## config.mk

```make
export PLATFORM = sky130hd
export DESIGN_NAME = i2c_irq_status
export DESIGN_NICKNAME = d
export VERILOG_FILES = /design/src/rtl/i2cis_pkg.sv /design/src/rtl/i2cis_event_bank.sv /design/src/rtl/i2cis_enable_reg.sv /design/src/rtl/i2cis_irq_merge.sv /design/src/rtl/i2c_irq_status.sv
export SDC_FILE = /design/constraint.sdc
export NUM_CORES = 1
export LEC_CHECK = 0
export ABC_CLOCK_PERIOD_IN_PS = 2000
export BUFFER_PORTS_ARGS = -buffer_cell sky130_fd_sc_hd__buf_2
export CORE_ASPECT_RATIO = 0.9
export CORE_MARGIN = 5
export CORE_UTILIZATION = 40
export DETAILED_ROUTE_END_ITERATION = 6
export PLACE_DENSITY = 0.79
export SYNTH_ARGS = -nofsm -noshare
export SYNTH_HDL_FRONTEND = slang
export SYNTH_SLANG_ARGS = --single-unit
```

## constraint.sdc

```tcl
create_clock -name clk -period 2 [get_ports clk]
set_input_delay 0.1 -clock clk [delete_from_list [all_inputs] [get_ports clk]]
set_output_delay 0.1 -clock clk [all_outputs]
set_load 0.03 [all_outputs]
```

## src/rtl/i2cis_pkg.sv

```systemverilog
package i2cis_pkg;
  localparam int REG_W    = 16;
  localparam int EN_W     = 5;
  localparam int EVT_N    = 10;
  localparam int BUSY_POS = 12;

  // Status bit position of each event input index
  function automatic int evt_pos(input int idx);
    case (idx)
      0: evt_pos = 0;
      1: evt_pos = 1;
      2: evt_pos = 2;
      3: evt_pos = 3;
      4: evt_pos = 4;
      5: evt_pos = 8;
      6: evt_pos = 9;
      7: evt_pos = 10;
      8: evt_pos = 11;
      default: evt_pos = 15;
    endcase
  endfunction

  localparam logic [REG_W-1:0] STICKY_MASK = 16'h8F1F;
  localparam logic [REG_W-1:0] UNDEF_MASK  = 16'h60E0;
endpackage

```

## src/rtl/i2cis_event_bank.sv

```systemverilog
module i2cis_event_bank #(
  parameter int N = 10
) (
  input  logic         clk,
  input  logic         rst_n,
  input  logic [N-1:0] set_pulse,
  input  logic [N-1:0] clr_req,
  output logic [N-1:0] flag_q
);
  for (genvar i = 0; i < N; i++) begin : g_cell
    always_ff @(posedge clk or negedge rst_n) begin
      if (!rst_n)            flag_q[i] <= 1'b0;
      else if (set_pulse[i]) flag_q[i] <= 1'b1;   // event beats clear
      else if (clr_req[i])   flag_q[i] <= 1'b0;
    end
  end
endmodule

```

## src/rtl/i2cis_enable_reg.sv

```systemverilog
module i2cis_enable_reg #(
  parameter int W = 5
) (
  input  logic         clk,
  input  logic         rst_n,
  input  logic         load,
  input  logic [W-1:0] din,
  output logic [W-1:0] en_q
);
  always_ff @(posedge clk or negedge rst_n) begin
    if (!rst_n)    en_q <= '0;
    else if (load) en_q <= din;
  end
endmodule

```

## src/rtl/i2cis_irq_merge.sv

```systemverilog
module i2cis_irq_merge #(
  parameter int W = 5
) (
  input  logic [W-1:0] stat_lo,
  input  logic [W-1:0] mask,
  output logic         irq
);
  assign irq = |(stat_lo & mask);
endmodule

```

## src/rtl/i2c_irq_status.sv

```systemverilog
module i2c_irq_status
  import i2cis_pkg::*;
(
  input  logic             clk,
  input  logic             rst_n,
  input  logic             reg_sel,
  input  logic             reg_wr,
  input  logic [REG_W-1:0] reg_wdata,
  output logic [REG_W-1:0] reg_rdata,
  input  logic             ev_arb_lost,
  input  logic             ev_no_ack,
  input  logic             ev_access_done,
  input  logic             ev_rx_ready,
  input  logic             ev_tx_ready,
  input  logic             ev_addr_zero,
  input  logic             ev_slave_hit,
  input  logic             ev_tx_underrun,
  input  logic             ev_rx_overrun,
  input  logic             ev_single_byte,
  input  logic             bus_busy,
  output logic             irq
);
  logic [EVT_N-1:0] evt_vec;
  logic [EVT_N-1:0] clr_vec;
  logic [EVT_N-1:0] flag_q;
  logic [EN_W-1:0]  en_q;
  logic [REG_W-1:0] status_view;
  logic             wr_status, wr_enable;
  logic             unused_wbits;

  assign evt_vec = {ev_single_byte, ev_rx_overrun, ev_tx_underrun, ev_slave_hit,
                    ev_addr_zero, ev_tx_ready, ev_rx_ready, ev_access_done,
                    ev_no_ack, ev_arb_lost};

  assign wr_status = reg_wr & ~reg_sel;
  assign wr_enable = reg_wr &  reg_sel;

  for (genvar i = 0; i < EVT_N; i++) begin : g_clr
    assign clr_vec[i] = wr_status & reg_wdata[evt_pos(i)];
  end

  assign unused_wbits = ^(reg_wdata & ~STICKY_MASK);

  i2cis_event_bank #(.N(EVT_N)) u_bank (
    .clk(clk), .rst_n(rst_n), .set_pulse(evt_vec), .clr_req(clr_vec), .flag_q(flag_q)
  );

  i2cis_enable_reg #(.W(EN_W)) u_en (
    .clk(clk), .rst_n(rst_n), .load(wr_enable), .din(reg_wdata[EN_W-1:0]), .en_q(en_q)
  );

  always_comb begin
    status_view = '0;
    for (int i = 0; i < EVT_N; i++) status_view[evt_pos(i)] = flag_q[i];
    status_view[BUSY_POS] = bus_busy;
  end

  assign reg_rdata = reg_sel ? {{(REG_W-EN_W){1'b0}}, en_q} : status_view;

  i2cis_irq_merge #(.W(EN_W)) u_irq (
    .stat_lo(status_view[EN_W-1:0]), .mask(en_q), .irq(irq)
  );
endmodule

```

==> impl_metrics.csv, run 1 <==
group,metric,value,unit
power,clkPwrFrac,24.2,%
placed_design,numPortBuffers,36,
worst_setup_path,start_kind,"flop",
cts,cts-root-buf,"clkbuf_4",
cts,cts-resized-gates,0,
power,power_density,668,nW/µm²
synthesis,syn_inst,64,
power,max-vdd-ir-drop,0.393,mV
timing,slew_violations,0,
worst_setup_path,critPathMaxFanout,3,
finish,layout.nets,143,
finish,drive_gt1_share,45.0,%
worst_setup_path,r2r_cells,1,
cts,clock-sinks,15,
route,routed_wl,1680,µm
die,initial_utilization,41.0,%
status,status,"finished, final reports clean",
global_route,use_met2,22.4,%
die,core,1860,µm²
global_route,met3_usage,4.80,%
finish,final_common_cell,"buf_2",
synthesis,seq_area_frac_synth,49.3,%
worst_setup_path,rrSetupSlack,1.22,ns
global_route,antenna_found_initial,0,
worst_setup_path,crit_family,"flip-flops",
finish,fillers,158,
synthesis,synth_seq_cells,15,
route,vias,635,
cts,postCtsSetupBuffers,0,
placed_design,placed_area,933,µm²
cts,cts_buffers,3,
global_route,track_usage,12.2,%
power,p_comb_share,27.4,%
synthesis,syn_area,762,µm²
timing,fin_skew,0,ns
worst_setup_path,cp_slowest_cell,"dfrtp_1",
synthesis,synth_cell_type_count,12,
worst_setup_path,required,1.90,ns
worst_setup_path,critical_path_class,"reg2out",
route,wl_per_cell,12.3,µm
global_route,grt-busiest-layer,"met2",
timing,hold_viol_final,0,
cts,clk-insertion-delay-late,0.28,ns
cts,h-tree-depth,1,
finish,antenna_cells,0,
timing,fin_crit_sh,69.5,%
route,drc,0,
synthesis,synth_warnings,0,
finish,final_area,1070,µm²
synthesis,synth.avg_cell_area,11.9,µm²
worst_setup_path,crit_chain,"a222oi_1 -> nand2_1 -> buf_2",
min_path,hp-start,"reg_wdata[4]",
timing,fin_setup_tns,0,ns
route,drtIter0Drc,3,
global_route,grt_max_degree,23,
die,dieHeight,51.4,µm
global_route,use_met1,12.5,%
power,internal_power,0.494,mW
cts,clk_pin_slew,0.09,ns
power,switching_share,30.9,%
cts,cts.path.max_buffers,2,
power,p_sw,0.220,mW
die,io_pins,48,
die,rows,15,
power,seq_power_share,48.3,%
placed_design,gp_congestion,0.705,
worst_setup_path,path_depth,3,
finish,area_growth,40.4,%
flow_run,maxCapViolations,0,
power,leakage,0.473,nW
min_path,hold_path.class,"in2reg",
timing,rsz0062_at_grt,"false",
route,vias_per_cell,4.67,
worst_setup_path,reg2reg_to,"u_en.en_q[3]$_DFFE_PN0P_",
global_route,grt_pass1_vias,685,
die,die_w,56.0,µm
min_path,min_delay_worst_endpoint,"u_en.en_q[4]$_DFFE_PN0P_",
worst_setup_path,crit_path_start,"u_en.en_q[4]$_DFFE_PN0P_",
timing,max_freq,0.720,GHz
worst_setup_path,rr_startpoint,"u_en.en_q[3]$_DFFE_PN0P_",
worst_setup_path,worst-path-buf-inv,1,
global_route,grt_overflow_total,0,
route,drtAntennaViolNets,0,
worst_setup_path,crit_arrival,1.29,ns
worst_setup_path,slowest_delay,0.40,ns
worst_setup_path,end_kind,"primary output",
timing,min_period,1.39,ns
die,fp.dieArea,2880,µm²
cts,cts_tree,"built",
finish,final_cell_mix,"buf_2, dfrtp_1, dlygate4sd3_1",
min_path,hold_depth,2,
timing,setup_viol,0,
route,dr.pass1.iters,4,
global_route,grt_pass1_wl,2770,µm
[synth_stat cells]
master / instances / area [µm²]
dfrtp_1: 15 / 375
a21o_1: 10 / 75.1
mux2_2: 10 / 113
nand3b_1: 10 / 75.1
buf_4: 6 / 45.0
nor2b_1: 6 / 37.5
buf_2: 2 / 10.0
a222oi_1: 1 / 10.0
a22oi_1: 1 / 7.51
conb_1: 1 / 3.75
nand2_1: 1 / 3.75
nand2_2: 1 / 6.26
[metal layers]
layer	vias to the layer above	wire [µm]
met2	31	813
met4	0	0
met5	-	0
met3	0	185
met1	292	678
li1	312	-
[worst max path at each step]
stage	end	slack (ns)
after floorplan	irq	0.98
after global placement	irq	0.92
after detailed placement	irq	0.91
after CTS	irq	0.59
after global routing	irq	0.56
final	irq	0.61
[metrics by stage]
stage	utilization [%]	power, mW	cells	setup WS (ns)	hold slack, ns
final	57.6	0.714	136	0.611	0.0631
after global routing	57.6	0.752	136	0.557	0.0558
after CTS	57.6	0.724	136	0.591	0.0589
after detailed placement	50.2	0.534	121	0.915	0.0227
after global placement	50.2	0.528	121	0.922	0.0197
after floorplan	-	0.479	68	0.983	-0.196
[cell families (layout without fill, tap and decap cells)]
| family | count (synthesis) | in the layout | synth area share, % |
|---|---|---|---|
| DFF | 15 | 15 | 49.3 |
| other | 1 | 5 | 0.492 |
| AOI/OAI and AO/OA | 12 | 12 | 12.2 |
| buffers and inverters | 8 | 51 | 7.22 |
| and+or+nand+nor | 18 | 18 | 16.1 |
| muxes | 10 | 10 | 14.8 |
[power groups by stage]
stage               Sequential, mW  Clock, mW  Combinational [mW]
global route                 0.349      0.191               0.212
detailed placement           0.352          0               0.182
floorplan                    0.346          0               0.133
global placement             0.350          0               0.178
finish                       0.345      0.173               0.196
CTS                          0.346      0.180               0.199
[area by class of cell]
| class | count | area, µm² | area share, % |
|---|---|---|---|
| repair buffers | 47 | 290 | 27.1 |
| clock buffers | 4 | 26.3 | 2.46 |
| well taps | 25 | 31.3 | 2.92 |
| flip-flops and latches | 15 | 375 | 35.1 |
| multi-input cells | 45 | 347 | 32.4 |
[state kept, by name, summed over array words and instances, names as in the netlist]
| name | count |
|---|---|
| u_en.en_q | 5 |
| u_bank.flag_q | 10 |
[timing repair]
action	CTS	global route
setup endpoints to repair	0	0
endpoints found under the hold margin	25	0
hold buffers	11	0
Note: power is estimated with default switching activity, not from simulation.
==> run 2, diff against run 1 <==
ABC_AREA = 1   (was not set)
ABC_CLOCK_PERIOD_IN_PS = 1300   (was 2000)
PLACE_DENSITY = 0.76   (was 0.79)
clock period = 1.3 ns   (was 2 ns; I/O delays follow)
==> run 2 against run 1 <==
Against the previous run: clock-buffer cell count unchanged; sequential share of layout area decreased by 2.4 points; critical path depth increased by 2; routed wire length increased by 19%; total power increased by 55%; first-iteration DRC count increased to 4.3 times the previous value; die area increased by 12%; register-to-register slack got worse by 0.55 ns; global-route usage increased by 1.1 points; setup slack got worse by 0.48 ns.
==> impl_metrics.csv, run 2 <==
group,metric,value,unit
status,status,"finished, final reports clean",
power,leakage,0.710,nW
timing,min_period,1.17,ns
global_route,antenna_found_initial,0,
timing,setup_viol,0,
min_path,hp-start,"reg_wdata[4]",
finish,final_common_cell,"nand2_1",
timing,setup_ws,0.130,ns
finish,area_growth,31.9,%
finish,top_regs,"u_bank.flag_q x10, u_en.en_q x5",
worst_setup_path,required,1.24,ns
finish,fillers,208,
synthesis,synth_warnings,0,
timing,rsz0062_at_grt,"false",
worst_setup_path,critical_path_class,"reg2out",
worst_setup_path,crit_arrival,1.11,ns
finish,fin_cells,193,
placed_design,hpwl,1420,µm
finish,largest-register,"u_bank.flag_q",
global_route,track_usage,13.3,%
min_path,hold_path.class,"in2reg",
synthesis,synth_ff_type,"dfrtp_1",
die,core,2120,µm²
synthesis,synth.avg_cell_area,7.21,µm²
global_route,grt_max_degree,19,
finish,largest_reg_flops,10,
power,power_density,964,nW/µm²
cts,clk_pin_slew,0.08,ns
synthesis,seq_area_frac_synth,43.0,%
synthesis,synth_edf_count,0,
timing,fin_setup_tns,0,ns
cts,cts_buffers,3,
route,wl_per_cell,10.3,µm
finish,antenna_cells,0,
route,drc,0,
worst_setup_path,end_kind,"primary output",
route,dr.pass1.iters,4,
timing,fin_crit_sh,90.0,%
timing,slew_violations,0,
cts,cts.path.max_buffers,2,
power,finalPower,1.11,mW
die,initial_utilization,41.1,%
timing,fin_skew,0,ns
worst_setup_path,crit_path_start,"u_en.en_q[2]$_DFFE_PN0P_",
worst_setup_path,rr_startpoint,"u_en.en_q[0]$_DFFE_PN0P_",
cts,clk-insertion-delay-late,0.28,ns
cts,clock-sinks,15,
placed_design,placed_area,1010,µm²
cts,h-tree-depth,1,
global_route,grt_overflow_total,0,
flow_run,maxCapViolations,0,
synthesis,syn_inst,121,
global_route,grt_pass1_vias,832,
power,max-vdd-ir-drop,0.649,mV
global_route,grt_pass1_wl,3280,µm
die,dieHeight,54.3,µm
placed_design,numPortBuffers,36,
finish,layout.nets,198,
route,drtIter0Drc,13,
route,vias,847,
finish,final_cell_mix,"nand2_1, buf_2, inv_1",
synthesis,netlist.area_leader.share,43.0,%
cts,postCtsSetupBuffers,0,
worst_setup_path,critPathMaxFanout,3,
route,drtAntennaViolNets,0,
worst_setup_path,start_kind,"flop",
finish,drive_gt1_share,27.1,%
route,routed_wl,1990,µm
cts,cts_tree,"built",
finish,final_util,54.2,%
finish,final_area,1150,µm²
synthesis,ys_top_cells_by_count,"nand2_1, inv_1, dfrtp_1, nand3_1, nor2_1",
synthesis,synth_cell_type_count,12,
timing,hold_viol_final,0,
timing,hold_slack,0.0318,ns
die,fp.dieArea,3220,µm²
placed_design,dp_cells,178,
synthesis,yosysTopAreaCell,"dfrtp_1",
synthesis,synth_seq_cells,15,
route,vias_per_cell,4.39,
timing,max_freq,0.855,GHz
synthesis,async_reset_ff_share,100,%
synthesis,synth.most_common_cell,"nand2_1",
placed_design,gp_congestion,0.713,
die,die_w,59.2,µm
cts,cts-root-buf,"clkbuf_4",
synthesis,synthTopCellsByArea,"dfrtp_1, nand2_1, inv_1, nand3_1, nand3_2",
die,rows,16,
placed_design,post-place-ws,0.403,ns
synthesis,syn_area,872,µm²
die,io_pins,48,
[run 2: cell count changes in the layout (fill, tap and decap cells not counted), moves of 5 or more]
cell | before | now
nand2_1 | 1 | 54
nand3_1 | 0 | 10
a21o_1 | 10 | 0
nand3b_1 | 10 | 0
inv_1 | 0 | 18
nor2_1 | 0 | 7
nand3_2 | 0 | 5
nor2b_1 | 6 | 0
mux2_2 | 10 | 0
[run 2: path summary, 6_finish.rpt]
kind                                                end  slack (ns)  cells after the start
hold reg to reg            u_bank.flag_q[8]$_DFFE_PN0P_        0.48                      2
max in group asynchronous      u_en.en_q[3]$_DFFE_PN0P_        0.83                      2
min in group asynchronous  u_bank.flag_q[8]$_DFFE_PN0P_        0.23                      2
hold / removal                 u_en.en_q[4]$_DFFE_PN0P_        0.03                      3
setup reg to reg               u_en.en_q[0]$_DFFE_PN0P_        0.67                      2
setup / recovery                                    irq        0.13                      5
[run 2: critical path, stage by stage (launching register included)]
cell and delay [ns]:
dfrtp_1 0.40, nand2_1 0.07, nand2_1 0.05, nor2_1 0.08
nand2_1 0.05, buf_2 0.17
[run 2: where the power goes]
group	leakage, nW	internal [mW]	total [mW]	switching [mW]
sequential	0.156	0.502	0.527	0.0250
combinational	0.539	0.116	0.321	0.205
clock	0.0150	0.119	0.260	0.141
[run 2: cells by family (layout without fill, tap and decap cells)]
group,count (synthesis),count (layout),share of synthesized area (%)
other cells,1,5,0.430
buf+inv,29,70,18.8
flops,15,15,43.0
simple gates,76,76,37.7
[run 2: layout make-up]
type | count | area [µm²] | share of cell area (%)
inverter | 19 | 76.3 | 6.64
tap | 27 | 33.8 | 2.94
timing repair buffer | 47 | 290 | 25.2
multi-input combinational | 81 | 348 | 30.3
sequential | 15 | 375 | 32.6
clock buffer | 4 | 26.3 | 2.29
[run 2: what timing repair did]
item / in CTS / in global routing
endpoints found under the hold margin: 25 / 0
hold buffers: 11 / 0
resized for setup: 0 / 0
[run 2: routing by layer]
| metal | track usage (%) | share of wire [%] | wire length [µm] |
|---|---|---|---|
| met5 | 0 | 0 | 0 |
| met4 | 3.40 | 0 | 0 |
| met3 | 3.07 | 9.8 | 194 |
| met2 | 24.0 | 49 | 981 |
| met1 | 16.0 | 41 | 814 |
